==> config.mk <==
export PLATFORM = sky130hd
export DESIGN_NAME = smbus_txn_seq
export DESIGN_NICKNAME = d
export VERILOG_FILES = /design/src/rtl/smbseq_pkg.sv /design/src/rtl/smbseq_step_rom.sv /design/src/rtl/smbseq_prim_if.sv /design/src/rtl/smbus_txn_seq.sv
export SDC_FILE = /design/constraint.sdc
export NUM_CORES = 1
export LEC_CHECK = 0
export BUFFER_PORTS_ARGS = -buffer_cell sky130_fd_sc_hd__buf_2
export CORE_MARGIN = 5
export CORE_UTILIZATION = 50
export CTS_CLUSTER_SIZE = 28
export DETAILED_ROUTE_END_ITERATION = 8
export PLACE_DENSITY = 0.74
export SKIP_CTS_REPAIR_TIMING = 1
export SLEW_MARGIN = 20
export SYNTH_ARGS = -nofsm -noshare
export SYNTH_HDL_FRONTEND = slang
export SYNTH_HIERARCHICAL = 1
export SYNTH_SLANG_ARGS = --single-unit
==> constraint.sdc <==
create_clock -name clk -period 4.33 [get_ports clk]
set_clock_uncertainty 0.1 [all_clocks]
set_input_delay 0.866 -clock clk [delete_from_list [all_inputs] [get_ports clk]]
set_output_delay 0.866 -clock clk [all_outputs]
set_load 0.05 [all_outputs]
==> src/rtl/smbseq_pkg.sv <==
// Package: shared types for the SMBus transaction sequencer.
// Assumes byte-wide bus primitives and at most eight steps per sequence.
package smbseq_pkg;

    localparam int BYTE_W = 8;

    localparam logic [2:0] PROTO_QUICK  = 3'd0;
    localparam logic [2:0] PROTO_BYTE   = 3'd1;
    localparam logic [2:0] PROTO_BDATA  = 3'd2;
    localparam logic [2:0] PROTO_WORD   = 3'd3;
    localparam logic [2:0] PROTO_PCALL  = 3'd4;
    localparam logic [2:0] PROTO_BLOCK  = 3'd5;
    localparam logic [2:0] PROTO_I2CBLK = 3'd6;
    localparam logic [2:0] PROTO_RSVD   = 3'd7;

    typedef enum logic [2:0] {
        OP_START   = 3'd0,
        OP_RSTART  = 3'd1,
        OP_WRITE   = 3'd2,
        OP_RD_ACK  = 3'd3,
        OP_RD_NACK = 3'd4,
        OP_STOP    = 3'd5
    } prim_op_e;

    typedef enum logic [2:0] {
        SRC_NONE, SRC_ADDR_RAW, SRC_ADDR_W, SRC_ADDR_R, SRC_CMD, SRC_D0, SRC_D1
    } src_e;

    typedef enum logic [1:0] {DST_NONE, DST_D0, DST_D1, DST_BLK} dst_e;

    typedef enum logic [1:0] {ST_IDLE, ST_RUN, ST_ABORT} seq_state_e;

    typedef struct packed {
        prim_op_e op;
        src_e     src;
        dst_e     dst;
        logic     open_end;
    } step_t;

    // Builds one step descriptor.
    function automatic step_t mk(prim_op_e op, src_e src, dst_e dst, logic open_end);
        step_t s;
        s.op       = op;
        s.src      = src;
        s.dst      = dst;
        s.open_end = open_end;
        return s;
    endfunction

endpackage

==> src/rtl/smbseq_step_rom.sv <==
// Step table: maps (protocol, direction, step index) to the primitive to
// issue, where its byte comes from and where a read result goes.
// Assumes rejected and hand-off protocols never reach it; any index past a
// sequence's body yields the closing stop.
module smbseq_step_rom
    import smbseq_pkg::*;
#(
    parameter int STEP_W = 3
) (
    input  logic [2:0]        proto,
    input  logic              dir,
    input  logic [STEP_W-1:0] idx,
    output step_t             step
);

    // Combinational table lookup.
    always_comb begin
        int i;
        i = int'(idx);
        step = mk(OP_STOP, SRC_NONE, DST_NONE, 1'b0);
        case (proto)
            PROTO_QUICK: begin
                if (i == 0) step = mk(OP_START, SRC_ADDR_RAW, DST_NONE, 1'b0);
            end
            PROTO_BYTE: begin
                if (dir) begin
                    case (i)
                        0: step = mk(OP_START, SRC_ADDR_R, DST_NONE, 1'b0);
                        1: step = mk(OP_RD_NACK, SRC_NONE, DST_D0, 1'b0);
                        default: ;
                    endcase
                end else begin
                    case (i)
                        0: step = mk(OP_START, SRC_ADDR_W, DST_NONE, 1'b0);
                        1: step = mk(OP_WRITE, SRC_CMD, DST_NONE, 1'b0);
                        default: ;
                    endcase
                end
            end
            PROTO_BDATA, PROTO_WORD: begin
                case (i)
                    0: step = mk(OP_START, SRC_ADDR_W, DST_NONE, 1'b0);
                    1: step = mk(OP_WRITE, SRC_CMD, DST_NONE, 1'b0);
                    2: step = dir ? mk(OP_RSTART, SRC_ADDR_R, DST_NONE, 1'b0)
                                  : mk(OP_WRITE, SRC_D0, DST_NONE, 1'b0);
                    3: begin
                        if (proto == PROTO_WORD)
                            step = dir ? mk(OP_RD_ACK, SRC_NONE, DST_D0, 1'b0)
                                       : mk(OP_WRITE, SRC_D1, DST_NONE, 1'b0);
                        else if (dir)
                            step = mk(OP_RD_NACK, SRC_NONE, DST_D0, 1'b0);
                    end
                    4: begin
                        if (proto == PROTO_WORD && dir)
                            step = mk(OP_RD_NACK, SRC_NONE, DST_D1, 1'b0);
                    end
                    default: ;
                endcase
            end
            PROTO_I2CBLK: begin
                case (i)
                    0: step = mk(OP_START, SRC_ADDR_W, DST_NONE, 1'b0);
                    1: step = mk(OP_WRITE, SRC_D1, DST_NONE, 1'b0);
                    2: step = mk(OP_RSTART, SRC_ADDR_R, DST_NONE, 1'b0);
                    3: step = mk(OP_RD_ACK, SRC_NONE, DST_BLK, 1'b1);
                    default: ;
                endcase
            end
            default: ;
        endcase
    end

endmodule

==> src/rtl/smbseq_prim_if.sv <==
// Primitive port: turns a one-cycle issue pulse into a held valid/ready
// request, waits for the single response and returns it as a one-cycle
// finish pulse with registered flags and data.
// Assumes the caller issues only when no primitive is outstanding.
module smbseq_prim_if
    import smbseq_pkg::*;
(
    input  logic              clk,
    input  logic              rst_n,
    input  logic              issue,
    input  logic [2:0]        issue_op,
    input  logic [BYTE_W-1:0] issue_byte,
    output logic              req_valid,
    input  logic              req_ready,
    output logic [2:0]        req_op,
    output logic [BYTE_W-1:0] req_byte,
    input  logic              rsp_valid,
    input  logic              rsp_ack,
    input  logic              rsp_fail,
    input  logic [BYTE_W-1:0] rsp_data,
    output logic              fin,
    output logic              fin_ack,
    output logic              fin_fail,
    output logic [BYTE_W-1:0] fin_data
);

    logic waiting_q;

    // Request/response tracking for a single outstanding primitive.
    always_ff @(posedge clk) begin
        if (!rst_n) begin
            req_valid <= 1'b0;
            req_op    <= '0;
            req_byte  <= '0;
            waiting_q <= 1'b0;
            fin       <= 1'b0;
            fin_ack   <= 1'b0;
            fin_fail  <= 1'b0;
            fin_data  <= '0;
        end else begin
            fin <= 1'b0;
            if (issue && !req_valid && !waiting_q) begin
                req_valid <= 1'b1;
                req_op    <= issue_op;
                req_byte  <= issue_byte;
            end else if (req_valid && req_ready) begin
                req_valid <= 1'b0;
                waiting_q <= 1'b1;
            end else if (waiting_q && rsp_valid) begin
                waiting_q <= 1'b0;
                fin       <= 1'b1;
                fin_ack   <= rsp_ack;
                fin_fail  <= rsp_fail;
                fin_data  <= rsp_data;
            end
        end
    end

endmodule

==> src/rtl/smbus_txn_seq.sv <==
// SMBus host transaction sequencer. On an accepted start it latches the
// protocol and register bytes and steps through the table, issuing one
// primitive at a time. It aborts with a stop on NACK or bus failure, and
// reports completion as one-cycle status set pulses.
// Assumes the register block keeps the status bits and the data registers.
module smbus_txn_seq
    import smbseq_pkg::*;
#(
    parameter int STEP_W = 3
) (
    input  logic              clk,
    input  logic              rst_n,
    input  logic              start,
    input  logic [2:0]        proto_sel,
    input  logic [BYTE_W-1:0] addr_reg,
    input  logic [BYTE_W-1:0] cmd_reg,
    input  logic [BYTE_W-1:0] data0_reg,
    input  logic [BYTE_W-1:0] data1_reg,
    output logic              busy,
    output logic              req_valid,
    input  logic              req_ready,
    output logic [2:0]        req_op,
    output logic [BYTE_W-1:0] req_byte,
    input  logic              rsp_valid,
    input  logic              rsp_ack,
    input  logic              rsp_fail,
    input  logic [BYTE_W-1:0] rsp_data,
    output logic [BYTE_W-1:0] res_data,
    output logic              res_d0_we,
    output logic              res_d1_we,
    output logic              res_blk_we,
    output logic              sts_intr,
    output logic              sts_dev_err,
    output logic              sts_byte_done,
    output logic              blk_handoff
);

    seq_state_e        state_q;
    logic [2:0]        proto_q;
    logic [BYTE_W-1:0] addr_q, cmd_q, d0_q, d1_q;
    logic [STEP_W-1:0] idx_q;
    logic              kick_q;
    step_t             cur;
    logic [BYTE_W-1:0] step_byte;
    prim_op_e          issue_op;
    logic              fin, fin_ack, fin_fail;
    logic [BYTE_W-1:0] fin_data;
    logic              addr_or_wr, step_bad;

    smbseq_step_rom #(.STEP_W(STEP_W)) u_rom (
        .proto (proto_q),
        .dir   (addr_q[0]),
        .idx   (idx_q),
        .step  (cur)
    );

    // Byte source select for the current step.
    always_comb begin
        case (cur.src)
            SRC_ADDR_RAW: step_byte = addr_q;
            SRC_ADDR_W:   step_byte = {addr_q[BYTE_W-1:1], 1'b0};
            SRC_ADDR_R:   step_byte = {addr_q[BYTE_W-1:1], 1'b1};
            SRC_CMD:      step_byte = cmd_q;
            SRC_D0:       step_byte = d0_q;
            SRC_D1:       step_byte = d1_q;
            default:      step_byte = '0;
        endcase
    end

    // The abort path always closes the bus with a stop.
    assign issue_op = (state_q == ST_ABORT) ? OP_STOP : cur.op;

    smbseq_prim_if u_prim (
        .clk        (clk),
        .rst_n      (rst_n),
        .issue      (kick_q),
        .issue_op   (issue_op),
        .issue_byte ((state_q == ST_ABORT) ? '0 : step_byte),
        .req_valid  (req_valid),
        .req_ready  (req_ready),
        .req_op     (req_op),
        .req_byte   (req_byte),
        .rsp_valid  (rsp_valid),
        .rsp_ack    (rsp_ack),
        .rsp_fail   (rsp_fail),
        .rsp_data   (rsp_data),
        .fin        (fin),
        .fin_ack    (fin_ack),
        .fin_fail   (fin_fail),
        .fin_data   (fin_data)
    );

    // Classify the finished step: addressing and writes need an ACK.
    assign addr_or_wr = (cur.op == OP_START) || (cur.op == OP_RSTART) || (cur.op == OP_WRITE);
    assign step_bad   = fin_fail || (addr_or_wr && !fin_ack);
    assign busy       = (state_q != ST_IDLE);

    // Sequencing, result strobes and status pulses.
    always_ff @(posedge clk) begin
        if (!rst_n) begin
            state_q       <= ST_IDLE;
            proto_q       <= '0;
            addr_q        <= '0;
            cmd_q         <= '0;
            d0_q          <= '0;
            d1_q          <= '0;
            idx_q         <= '0;
            kick_q        <= 1'b0;
            res_data      <= '0;
            res_d0_we     <= 1'b0;
            res_d1_we     <= 1'b0;
            res_blk_we    <= 1'b0;
            sts_intr      <= 1'b0;
            sts_dev_err   <= 1'b0;
            sts_byte_done <= 1'b0;
            blk_handoff   <= 1'b0;
        end else begin
            kick_q        <= 1'b0;
            res_d0_we     <= 1'b0;
            res_d1_we     <= 1'b0;
            res_blk_we    <= 1'b0;
            sts_intr      <= 1'b0;
            sts_dev_err   <= 1'b0;
            sts_byte_done <= 1'b0;
            blk_handoff   <= 1'b0;
            case (state_q)
                ST_IDLE: begin
                    if (start) begin
                        proto_q <= proto_sel;
                        addr_q  <= addr_reg;
                        cmd_q   <= cmd_reg;
                        d0_q    <= data0_reg;
                        d1_q    <= data1_reg;
                        idx_q   <= '0;
                        case (proto_sel)
                            PROTO_PCALL, PROTO_RSVD: sts_dev_err <= 1'b1;
                            PROTO_BLOCK:             blk_handoff <= 1'b1;
                            default: begin
                                state_q <= ST_RUN;
                                kick_q  <= 1'b1;
                            end
                        endcase
                    end
                end
                ST_RUN: begin
                    if (fin) begin
                        if (cur.op == OP_STOP) begin
                            sts_intr    <= !fin_fail;
                            sts_dev_err <= fin_fail;
                            state_q     <= ST_IDLE;
                        end else if (step_bad) begin
                            state_q <= ST_ABORT;
                            kick_q  <= 1'b1;
                        end else begin
                            res_data   <= fin_data;
                            res_d0_we  <= (cur.dst == DST_D0);
                            res_d1_we  <= (cur.dst == DST_D1);
                            res_blk_we <= (cur.dst == DST_BLK);
                            if (cur.open_end) begin
                                sts_byte_done <= 1'b1;
                                state_q       <= ST_IDLE;
                            end else begin
                                idx_q  <= idx_q + 1'b1;
                                kick_q <= 1'b1;
                            end
                        end
                    end
                end
                ST_ABORT: begin
                    if (fin) begin
                        sts_dev_err <= 1'b1;
                        state_q     <= ST_IDLE;
                    end
                end
                default: state_q <= ST_IDLE;
            endcase
        end
    end

endmodule

* Word-level counts from Yosys, hierarchy flattened
Index checks and enable logic that the tools add are counted.
Word-level totals: register bits after elaboration 80, input bits 50, output and inout bits 28, logic and storage cells 149
Cells by class: add/subtract/negate cells 1, equality and inequality tests 33, mux-type cells 49, bitwise gates (word level) 7, reduce and logical (&&, ||, !) cells 35
Operators with widths (count):
- $pmux 9 s4 | 2
- $pmux 8 s6 | 1
- $pmux 9 s5 | 1
- $pmux 9 s2 | 2
- $eq 3x3->1 const B | 9
- $mux 9 | 3
- $eq 3x2->1 const B | 7
- $mux 7 | 3
- $mux 1 | 18
- $mux 3 | 6
- $mux 8 | 2
- $mux 2 | 7
- $eq 3x1->1 const B | 4
- $logic_not 3->1 | 4
- $ne 2x2->1 const B | 5
- $reduce_and 4->1 | 2
- $reduce_bool 2->1 | 4
- $not 1->1 | 7
- $eq 2x2->1 const B | 3
- $logic_and 1x1->1 | 6
- $pmux 2 s3 | 1
- $pmux 3 s2 | 1
- $reduce_and 3->1 | 2
- $reduce_and 6->1 | 1
- other kinds (14) | 24

* Logic depth before layout (Yosys ltp)
Gate-level depths: netlist of the first run.
depth after elaboration 14, mapped depth 14, depth with buffers taken out 13

* Modules after synthesis
The synthesis of the first run kept the hierarchy.
Modules (own cells, without submodules):
- smbus_txn_seq | times used 1, cells an instance 308, area an instance 2503.7 sq um
- smbseq_prim_if | times used 1, cells an instance 103, area an instance 924.6 sq um
- smbseq_step_rom | times used 1, cells an instance 59, area an instance 340.3 sq um

* Worst setup path after synthesis of the first run
Ideal clock, no wire load.
path kind register to register, from register proto_q[2], to register res_data[4], arrival time 2500 ps, data required time 4156 ps, slack 1656 ps, stages on the path, launching flop included 13, path buffers 1, period minus slack after synthesis 2674 ps, path through dfxtp_1 -> and2b_1 -> and2_2 -> ha_1 -> nand2_1 -> o21ai_0 -> o22ai_1 -> a21oi_1 -> a211oi_4 -> nor4_4 -> buf_6 -> nand3_1 -> o21ai_0
RTL lines:
- start: declaration | RTL line smbus_txn_seq.sv:39 | logic [2:0] proto_q;
- start signal: assignment | RTL line smbus_txn_seq.sv:129 | proto_q <= proto_sel;
- end signal: assignment | RTL line smbus_txn_seq.sv:155 | res_data <= fin_data;
- end: declaration | RTL line smbus_txn_seq.sv:28 | output logic [BYTE_W-1:0] res_data,

==> results.md, run 1 <==
* Slowest cell on crit path: nor4_4
* Most frequent cells in the layout: nand2_1, dfxtp_1, buf_2
* Synth top area share at 42.50%
* Top FF cell, synth: dfxtp_1
* Non-filler instance count after layout at 636
* WL/cell at 13.48 um
* Post-route cell area at 4317 um^2
* Final Max Slew Viols at 0
* Placed cell area at 4119 um^2
* DRT Pass-1 Iters at 5
* FF-to-FF path depth at 11
* Worst path cell trace: and2b_1 > and2_2 > ha_1 > nand2_1 > o21ai_0 > o22ai_1 > a21oi_1 > a211oi_4 > nor4_4 > nand2_1 > nor3_1
* I/O pin cnt at 78
* Crit path largest cell delay at 0.72 ns
* Syn_area_per_cell at 8.018 um^2
* Setup total negative slack at 0 ns
* Skew-Pair Late Insertion Delay at 0.35 ns
* WS Path Type: reg -> reg
* Via count at 3,385
* Period utilisation layout at 75.03%
* Hold Crit Start: cmd_q[1]
* Grt total ovfl at 0
* Die ar. at 9373 um^2
* Worst R2R Setup Slack at 1.08 ns
* RSZ-0062 raised after global routing: no
* First-pass GRT wire length at 14,070 um
* CTS Buf Count at 9
* CTS root buffer: clkbuf_8
* Initial antenna violation count at 0
* Synth area leaders: dfxtp_1, nand2_1, a21oi_1
* Post-synthesis sequential area ratio at 42.50%
* Largest net degree at the start of global routing at 70
* Die W at 96.82 um
* Max_cap viols at 0
* Clk pin slew, worst setup/hold paths at 0.08 ns
* Worst-Margin Slew at 0.8169 ns
* Die height at 96.82 um
* FFs w/ async S/R, synth at 0%
* Netlist Area Pre-Place at 3769 um^2
* ANT nets after route at 0
* Outcome: finished, final reports clean
* Mapped Nets at 523
* H-tree levels at 3
* Total track usage at 17.97%
* Relative slew slack at 45.54%
* Crit path max fanout at 18
* Syn-to-layout area delta at 14.54%
* Setup crit start: proto_q[2]
* Final Setup Violations at 0
* Flops & latches, synth at 80
* Worst setup EP type: register
* Final net count at 585
* Commonest non-fill, non-tap cell in the layout: nand2_1
* Crit path DAT at 3.41 ns
* Hold EP: cmd_q[1]
* Kind of cell adding the most delay to the critical path: simple AND/OR/NAND/NOR gates
* Port-buffer cells at 77
* Hold WC Path Type: reg -> reg
* CTS tree: yes
* Vias in the first global route at 3,114
* Post-route DRC at 0
* Yosys Warn Count at 6
* FMAX at 0.3078 GHz
* Fraction of layout cells with a size suffix above 1 at 21.60%
* Leakage at 0.001719 uW
* CTS max path bufs at 2
* Hold path depth at 2
* Post-synth EDFFs at 0
* Worst Path Buf+Inv at 0
* Worst R2R Start: proto_q[2]
* FP Rows at 31
* Clock sinks at 80
* Core area at 7292 um^2
* GPL Wtd Cong at 0.9009
* Power per cell area at 370.6 nW/um^2
* Initial Utilization at 51.68%
* Placed wire-length estimate at 6105 um
* Required time of the worst setup path at 4.49 ns
* Dpl cells at 620
* Ant diodes at 0
* Vias per std cell at 5.322
* Final hold violation count at 0
* Post-synth top area cell: dfxtp_1
* Core Util, Final at 59.20%
* Tmin final at 3.249 ns
* Startpoint types: register
* VDD IR-drop max at 0.1900 mV
* DRT Wirelength at 8576 um
* Capturing point of the worst reg2reg path: res_d1_we
* Distinct cells, synth at 59
* Most numerous cell on the critical path: nand2_1
* Post-Synthesis Cells at 470
* Drt first-iter violations at 212
* Hold WS at 0.3561 ns
[layer usage]
| layer | part of all wire, % | vias to the layer above | GRT usage, % |
|---|---|---|---|
| met5 | 0 | - | 0 |
| met4 | 1.4 | 0 | 7.559 |
| met3 | 5.4 | 9 | 3.957 |
| met2 | 48 | 96 | 29.51 |
| met1 | 45 | 1548 | 22.70 |
| li1 | - | 1732 | - |
[cells by family after synthesis]
logic type	share of synthesized area, %
simple gates	28.32
xor+xnor	0.2324
compound gates	16.77
buf+inv	6.009
flops	42.50
fa+ha+maj	0.9961
mux	5.179
[where the power goes]
group | leakage (uW) | switching (uW) | total, uW | internal (uW)
Sequential | 0.000651 | 29.3 | 800 | 770
Clock | 0.0000993 | 265 | 547 | 281
Combinational | 0.000969 | 159 | 253 | 94.5
[cells in the mapped netlist, types with 2 or more instances]
cell	instances
inv_1	9
a211oi_1	2
buf_2	13
nor3_1	6
mux2_2	4
mux2i_1	15
and2_1	2
nor4_4	2
a222oi_1	4
nand2b_1	9
o21ai_0	30
nand3_1	26
nor2_1	22
nand3b_1	3
nor4_1	3
ha_1	3
nand2_1	124
o2bb2ai_1	3
a22oi_1	3
nand4_1	2
o21a_1	3
o22ai_1	2
dfxtp_1	80
and2_2	2
nor2b_1	6
buf_6	6
clkbuf_1	8
nor3b_1	3
a21oi_1	45
[registers in the layout, indices dropped and copies added (netlist names), 2 cells and up]
signal / count
d1_q: 8
res_data: 8
idx_q: 3
u_prim/req_byte: 8
d0_q: 8
u_prim/fin_data: 8
cmd_q: 8
proto_q: 3
u_prim/req_op: 3
addr_q: 8
state_q: 2
[final cells by class]
cell class | count | area [um^2]
Inverter | 10 | 37.54
Sequential cell | 80 | 1602
Multi-Input combinational cell | 350 | 1941
Timing Repair Buffer | 81 | 415.4
Fill cell | 707 | 2975
Clock buffer | 11 | 141.4
Clock inverter | 5 | 56.30
Tap cell | 99 | 123.9
[worst max path at each step]
stage | to | slack, ns | cells past startpoint
2_1_floorplan | res_data[4] | 1.66 | 12
3_3_place_gp | res_d1_we | 1.28 | 11
3_5_place_dp | res_d1_we | 1.10 | 11
4_1_cts | res_d1_we | 1.08 | 11
5_1_grt | res_d1_we | 0.77 | 11
6_report | res_d1_we | 1.08 | 11
[through the flow]
step / power (uW) / setup WS, ns
2_1_floorplan: 1011 / 1.656
4_1_cts: 1611 / 1.080
3_3_place_gp: 1066 / 1.284
6_report: 1600 / 1.081
5_1_grt: 1680 / 0.7671
3_5_place_dp: 1070 / 1.101
[tightest hold or removal path: stages (launching register included)]
cell     delay, ns
dfxtp_1       0.31
nand2_1       0.05
a21oi_1       0.05
Note: power is estimated with default switching activity, not from simulation.
==> inputs of run 2 (changes only) <==
- ABC_AREA: unset -> 1
- clock period: 4.33 -> 3.1 ns (I/O delays scaled with it)
==> run 2 against run 1 <==
Combinational power increased by 96%; largest cell class unchanged; final cell count increased by 16%; critical endpoint is now u_prim/req_byte[5]; global-route usage increased by 1.9 points; worst hold slack improved by 0.017 ns; non-clock buffer count unchanged; wire length increased by 12%; sequential cell count unchanged; core utilization decreased by 0.15 points; count of clock-buffer cells in the layout decreased by 1; final area increased by 4.6%; register-to-register slack got worse by 0.75 ns; first-iteration DRC count decreased by 18%.
==> results.md, run 2 <==
* Slowest cell on crit path: dfxtp_1
* Power per cell area at 564.4 nW/um^2 (+52%)
* Filler instances at 743 (+5.1%)
* Relative slew slack at 41.39% (-4.2 points)
* Max_cap viols at 0 (unchanged)
* Final Max Slew Viols at 0 (unchanged)
* Top FF cell, synth: dfxtp_1
* Clock sinks at 80 (unchanged)
* Final hold violation count at 0 (unchanged)
* Area of the multi-input gates at 1901 um^2 (-2.1%)
* Flops & latches, synth at 80 (unchanged)
* VDD IR-drop max at 0.2967 mV (+56%)
* Hold EP: blk_handoff
* Initial Utilization at 50.88% (-0.80 points)
* Post-synth EDFFs at 0 (unchanged)
* ANT nets after route at 0 (unchanged)
* I/O pin cnt at 78 (unchanged)
* Leakage at 0.002056 uW (+20%)
* DRT Pass-1 Iters at 5 (unchanged)
* Most frequent cells in the layout: nor2_1, nand2_1, dfxtp_1
* Hold WC Path Type: in -> reg
* Crit path largest cell delay at 0.43 ns (-0.29 ns)
* CTS Buf Count at 9 (unchanged)
* Grt total ovfl at 0 (unchanged)
* Syn_area_per_cell at 6.875 um^2 (-14%)
* Final Setup Violations at 0 (unchanged)
* GPL Wtd Cong at 0.8833 (-2.0%)
* Vias in the first global route at 3,497 (+12%)
* Register Area at 1602 um^2 (unchanged)
* Largest net degree at the start of global routing at 38 (-46%)
* Distinct cells, synth at 33 (-44%)
* Crit path max fanout at 10 (-8)
* Core Util, Final at 59.05% (-0.15 points)
* Mapped Nets at 619 (+18%)
* FFs w/ async S/R, synth at 0% (unchanged)
* Non-filler instance count after layout at 739 (+16%)
* Final net count at 685 (+17%)
* FP Rows at 32 (+3.2%)
* Period utilisation layout at 89.41% (+14 points)
* Worst path cell trace: nand2_1 > nor2_1 > ha_1 > nand2_1 > nand3_1 > nand2_1 > nand2_1 > clkinv_1 > nand2_2 > nand3_1 > a41oi_1 > inv_1 > nand3_1 > nand2_1 > nor2_1
* RSZ-0062 raised after global routing: no
* Die ar. at 9647 um^2 (+2.9%)
* Setup total negative slack at 0 ns (unchanged)
* Hold Crit Start: proto_sel[1]
* FMAX at 0.3608 GHz (+17%)
* Commonest cells post-synth: nor2_1, nand2_1, dfxtp_1
* Worst setup EP type: register
* Required time of the worst setup path at 3.29 ns (-1.20 ns)
* Die W at 98.22 um (+1.5%)
* Clk pin slew, worst setup/hold paths at 0.09 ns (about the same)
* Post-Synthesis Cells at 566 (+20%)
* Placed wire-length estimate at 6908 um (+13%)
* WS Path Type: reg -> reg
* CTS tree: yes
* Fraction of layout cells with a size suffix above 1 at 19.31% (-2.3 points)
* Capturing point of the worst reg2reg path: u_prim/req_byte[5]
* Count leader, synth: nor2_1
* Core area at 7647 um^2 (+4.9%)
* Ant diodes at 0 (unchanged)
* Initial antenna violation count at 0 (unchanged)
* H-tree levels at 3 (unchanged)
* Tmin final at 2.772 ns (-0.4769 ns)
* Drt first-iter violations at 173 (-18%)
* First-pass GRT wire length at 16,010 um (+14%)
* Worst R2R Start: proto_q[1]
* Outcome: finished, final reports clean
* Post-route DRC at 0 (unchanged)
* Total track usage at 19.86% (+1.9 points)
* Post-synthesis sequential area ratio at 41.16% (-1.3 points)
* CTS root buffer: clkbuf_8
* FF-to-FF path depth at 15 (+4)
* Port-buffer cells at 77 (unchanged)
* Startpoint types: register
* Worst-Margin Slew at 0.8782 ns (+0.06139 ns)
* Syn-to-layout area delta at 16.04%
* Skew-Pair Late Insertion Delay at 0.35 ns (about the same)
* Yosys Warn Count at 6 (unchanged)
* Die height at 98.22 um (+1.5%)
* Hold path depth at 2 (unchanged)
* Dpl cells at 723 (+17%)
* Via count at 3,847 (+14%)
* WL/cell at 12.98 um (-3.7%)
* Setup ws final at 0.3283 ns (-0.7531 ns)
* Vias per std cell at 5.206 (-2.2%)
* Dpl ws at 0.4356 ns (-0.6657 ns)
* Post-synth top area cell: dfxtp_1
* DRT Wirelength at 9595 um (+12%)
* Tot Pwr at 2549 uW (+59%)
* Commonest non-fill, non-tap cell in the layout: nor2_1
* Synth top area share at 41.16% (-1.3 points)
* Worst R2R Setup Slack at 0.33 ns (-0.75 ns)
* Synth area leaders: dfxtp_1, nor2_1, nand2_1
* Crit path DAT at 2.97 ns (-0.44 ns)
* Netlist Area Pre-Place at 3891 um^2 (+3.3%)
* Most numerous cell on the critical path: nand2_1
* CTS max path bufs at 2 (unchanged)
==> run 2: cell types whose count changed after synthesis, sizes merged, moves of 15 or more <==
cell,previous run,this run
nand4,2,20
nor2,23,137
inv,10,58
nand3,26,50
nand2,125,89
mux2i,15,0
==> run 2: how the worst max path moves through the flow <==
stage	startpoint	slack, ns	cells past startpoint	end
finish	proto_q[1]	0.33	15	u_prim/req_byte[5]
global route	proto_q[1]	0.04	15	u_prim/req_byte[2]
CTS	proto_q[1]	0.33	15	u_prim/req_byte[5]
detailed placement	proto_q[1]	0.44	16	u_prim/req_byte[4]
global placement	proto_q[1]	0.58	16	u_prim/req_byte[0]
floorplan	proto_q[1]	0.90	16	u_prim/req_byte[0]
==> run 2: cell type report <==
cell class / count / share of cell area, %
sequential: 80 / 35.47
clock buffer: 10 / 3.048
multi-input combinational: 399 / 42.09
clock inverter: 6 / 2.189
tap: 102 / 2.826
inverter: 61 / 5.181
timing repair buffer: 81 / 9.199
==> run 2: power by group <==
group / switching, uW / total (uW) / leakage [uW] / internal (uW)
clock network: 410 / 898 / 0.000117 / 488
logic: 338 / 496 / 0.00128 / 158
registers: 60.4 / 1150 / 0.000655 / 1090
total: 808 / 2550 / 0.00206 / 1740
==> run 2: logic make-up (layout without fill, tap and decap cells) <==
family	count (synthesis)	in the layout	synth area share, %
AND/OR/NAND/NOR	307	307	35.31
AO/OA/AOI/OAI	88	88	12.35
buffers and inverters	87	158	10.00
flip-flops	80	80	41.16
adder cells (fa/ha/maj)	3	3	0.9647
XOR/XNOR	1	1	0.2251
==> run 2: routing by layer <==
metal / track usage, % / vias to the layer above / share of wire (%)
li1: - / 1980 / -
met1: 24.75 / 1752 / 44
met2: 34.66 / 104 / 49
met3: 4.143 / 11 / 5.1
met4: 5.672 / 0 / 1.5
met5: 0 / - / 0
==> run 2: metrics by stage <==
step | hold WS, ns | area (um^2)
2_1_floorplan | 0.3457 | 3891
3_3_place_gp | 0.3558 | 4279
3_5_place_dp | 0.3653 | 4279
4_1_cts | 0.3545 | 4516
5_1_grt | 0.3666 | 4516
6_report | 0.3728 | 4516
==> run 2: critical path, delay by kind of cell, from the launching register on <==
kind,cells,cell delay [ns]
flip-flops,1,0.43
AND/OR/NAND/NOR,11,1.39
adder cells (fa/ha/maj),1,0.19
buffers and inverters,2,0.37
AO/OA/AOI/OAI,1,0.25
==> inputs of run 3 (changes only) <==
- SYNTH_HIERARCHICAL: 1 -> unset
==> run 3 against run 2 <==
Worst hold slack worse by 0.027 ns; wire length down 0.35%; critical path type unchanged; sequential power barely moved; critical path depth is 3 lower; first-iteration DRC count up 24%; combinational power up 8.7%; count of clock-buffer cells in the layout shrank 1; global-route usage is 2.8 points higher; critical endpoint is now u_prim.req_byte[3]; die area decreased by 5.8%; highest routed layer unchanged.
==> results.md, run 3 <==
* H-tree levels at 3 (unchanged)
* Die ar. at 9089 um^2 (-5.8%)
* Post-synth top area cell: dfxtp_1
* Final Setup Violations at 0 (unchanged)
* Commonest cells post-synth: nor2_1, nand2_1, dfxtp_1
* FP Rows at 31 (-3.1%)
* Count leader, synth: nor2_1
* Distinct cells, synth at 33 (unchanged)
* Vias per std cell at 5.174 (-0.60%)
* Final hold violation count at 0 (unchanged)
* Mapped Nets at 587 (-5.2%)
* Leakage at 0.001995 uW (-3.0%)
* Via count at 3,653 (-5.0%)
* Power per cell area at 573.1 nW/um^2 (+1.5%)
* Core area at 7176 um^2 (-6.2%)
* Max_cap viols at 0 (unchanged)
* Top FF cell, synth: dfxtp_1
* VDD IR-drop max at 0.3574 mV (+20%)
* CTS Buf Count at 9 (unchanged)
* Required time of the worst setup path at 3.28 ns (about the same)
* Synth top area share at 43.99% (+2.8 points)
* Drt first-iter violations at 215 (+24%)
* DRT Wirelength at 9561 um (-0.35%)
* Die height at 95.34 um (-2.9%)
* Post-synthesis sequential area ratio at 43.99% (+2.8 points)
* Relative slew slack at 37.26% (-4.1 points)
* Setup ws final at 0.4501 ns (+0.1218 ns)
* Placed wire-length estimate at 7062 um (+2.2%)
* Syn-to-layout area delta at 18.08%
* Crit path max fanout at 11 (+1)
* Flops & latches, synth at 80 (unchanged)
* Tmin final at 2.650 ns (-0.1218 ns)
* FMAX at 0.3774 GHz (+4.6%)
* Die W at 95.34 um (-2.9%)
* WL/cell at 13.54 um (+4.3%)
* Vias in the first global route at 3,555 (+1.7%)
* I/O pin cnt at 78 (unchanged)
* Worst-Margin Slew at 0.9401 ns (+0.06185 ns)
* Most numerous cell on the critical path: nand2_1
* Clock sinks at 80 (unchanged)
* Netlist Area Pre-Place at 3641 um^2 (-6.4%)
* Total track usage at 22.64% (+2.8 points)
* Fraction of layout cells with a size suffix above 1 at 19.60% (+0.30 points)
* Post-route DRC at 0 (unchanged)
* Placed cell area at 4096 um^2 (-4.3%)
* Setup total negative slack at 0 ns (unchanged)
* Synth area leaders: dfxtp_1, nor2_1, nand2_1
* Worst Path Buf+Inv at 0 (-2)
* FFs w/ async S/R, synth at 0% (unchanged)
* DRT Pass-1 Iters at 6 (+1)
* Skew-Pair Late Insertion Delay at 0.36 ns (about the same)
* Post-Synthesis Cells at 530 (-6.4%)
* Slowest cell on crit path: dfxtp_1
* First-pass GRT wire length at 16,160 um (+0.91%)
* ANT nets after route at 0 (unchanged)
* Worst path cell trace: ha_1 > ha_1 > nand2_1 > nand3_1 > nand2_1 > nand2_1 > nand2_1 > nor3_4 > nand2_1 > nand4_1 > nand2_1 > a21oi_1
* Period utilisation layout at 85.48% (-3.9 points)
* Post-synth EDFFs at 0 (unchanged)
* Clk pin slew, worst setup/hold paths at 0.09 ns (about the same)
* GPL Wtd Cong at 0.9459 (+7.1%)
* RSZ-0062 raised after global routing: no
* CTS max path bufs at 2 (unchanged)
* Final Max Slew Viols at 0 (unchanged)
* Worst setup EP type: register
* CTS tree: yes
* Outcome: finished, final reports clean
* Grt total ovfl at 0 (unchanged)
* WS Path Type: reg -> reg
* Yosys Warn Count at 0 (-6)
* Ant diodes at 0 (unchanged)
* Crit path largest cell delay at 0.43 ns (about the same)
* Tot Pwr at 2464 uW (-3.3%)
* Crit path DAT at 2.83 ns (-0.14 ns)
* Startpoint types: register
* Syn_area_per_cell at 6.870 um^2 (about the same)
* Largest net degree at the start of global routing at 62 (+63%)
* Port-buffer cells at 77 (unchanged)
* Commonest non-fill, non-tap cell in the layout: nor2_1
* Final net count at 659 (-3.8%)
* CTS root buffer: clkbuf_8
* Hold WC Path Type: reg -> reg
* Kind of cell adding the most delay to the critical path: simple AND/OR/NAND/NOR gates
* Dpl ws at 0.5292 ns (+0.09364 ns)
* Initial antenna violation count at 0 (unchanged)
* Most frequent cells in the layout: nor2_1, nand2_1, dfxtp_1
* Initial Utilization at 50.74% (-0.14 points)
* Hold WS at 0.3462 ns (-0.02664 ns)
* Post-route cell area at 4299 um^2 (-4.8%)
* Filler instances at 704 (-5.2%)
==> run 3: changes by cell type after synthesis, moves of 3 or more <==
cell | before | now
nand3_1 | 48 | 25
o21ai_0 | 44 | 60
nand2_1 | 81 | 96
inv_1 | 53 | 39
a21oi_1 | 31 | 22
clkbuf_1 | 8 | 17
nand4_1 | 20 | 11
a41oi_1 | 8 | 0
buf_4 | 7 | 0
buf_2 | 7 | 1
ha_1 | 3 | 7
buf_6 | 3 | 0
==> run 3: area by class of cell <==
cell class                      count  area, um^2  area share (%)
Sequential cell                    80        1602           37.25
Clock buffer                        9       123.9           2.881
Multi-Input combinational cell    386        1795           41.76
Tap cell                           99       123.9           2.881
Clock inverter                      7       78.83           1.834
Inverter                           46       175.2           4.075
Timing Repair Buffer               79       400.4           9.313
==> run 3: worst reg2reg max path, cell delays in order (launching register included) <==
cell	delay, ns
dfxtp_1	0.43
ha_1	0.18
ha_1	0.26
nand2_1	0.10
nand3_1	0.09
nand2_1	0.05
nand2_1	0.34
nand2_1	0.22
nor3_4	0.40
nand2_1	0.12
nand4_1	0.10
nand2_1	0.07
a21oi_1	0.12
==> run 3: power breakdown <==
part           switching [uW]  internal (uW)
clock                     408            380
sequential               46.5           1090
combinational             369            170
==> run 3: final timing paths <==
check	startpoint	endpoint	slack [ns]	cells past startpoint
hold / removal	u_prim.fin_fail	sts_intr	0.35	1
setup reg to reg	idx_q[0]	u_prim.req_byte[3]	0.45	12
hold reg to reg	u_prim.fin_fail	sts_intr	0.35	1
setup / recovery	idx_q[0]	u_prim.req_byte[3]	0.45	12
==> run 3: logic make-up after synthesis <==
logic type	Yosys count	synth area share [%]
simple gates	284	32.96
compound gates	95	13.95
flops	80	43.99
buf+inv	64	6.701
fa+ha+maj	7	2.405
==> run 3: metrics by stage <==
stage	utilization [%]	cells
4_1_cts	59.91	706
5_1_grt	59.91	706
6_report	59.91	706
3_5_place_dp	57.09	690
2_1_floorplan	-	530
3_3_place_gp	57.09	690
==> run 3: per-layer routing <==
| layer | share of wire [%] | track usage (%) | vias to the layer above |
|---|---|---|---|
| met5 | 0 | 0 | - |
| met2 | 46 | 37.08 | 117 |
| met3 | 5.8 | 3.631 | 18 |
| met1 | 46 | 29.95 | 1658 |
| met4 | 2.0 | 8.534 | 0 |
| li1 | - | - | 1860 |
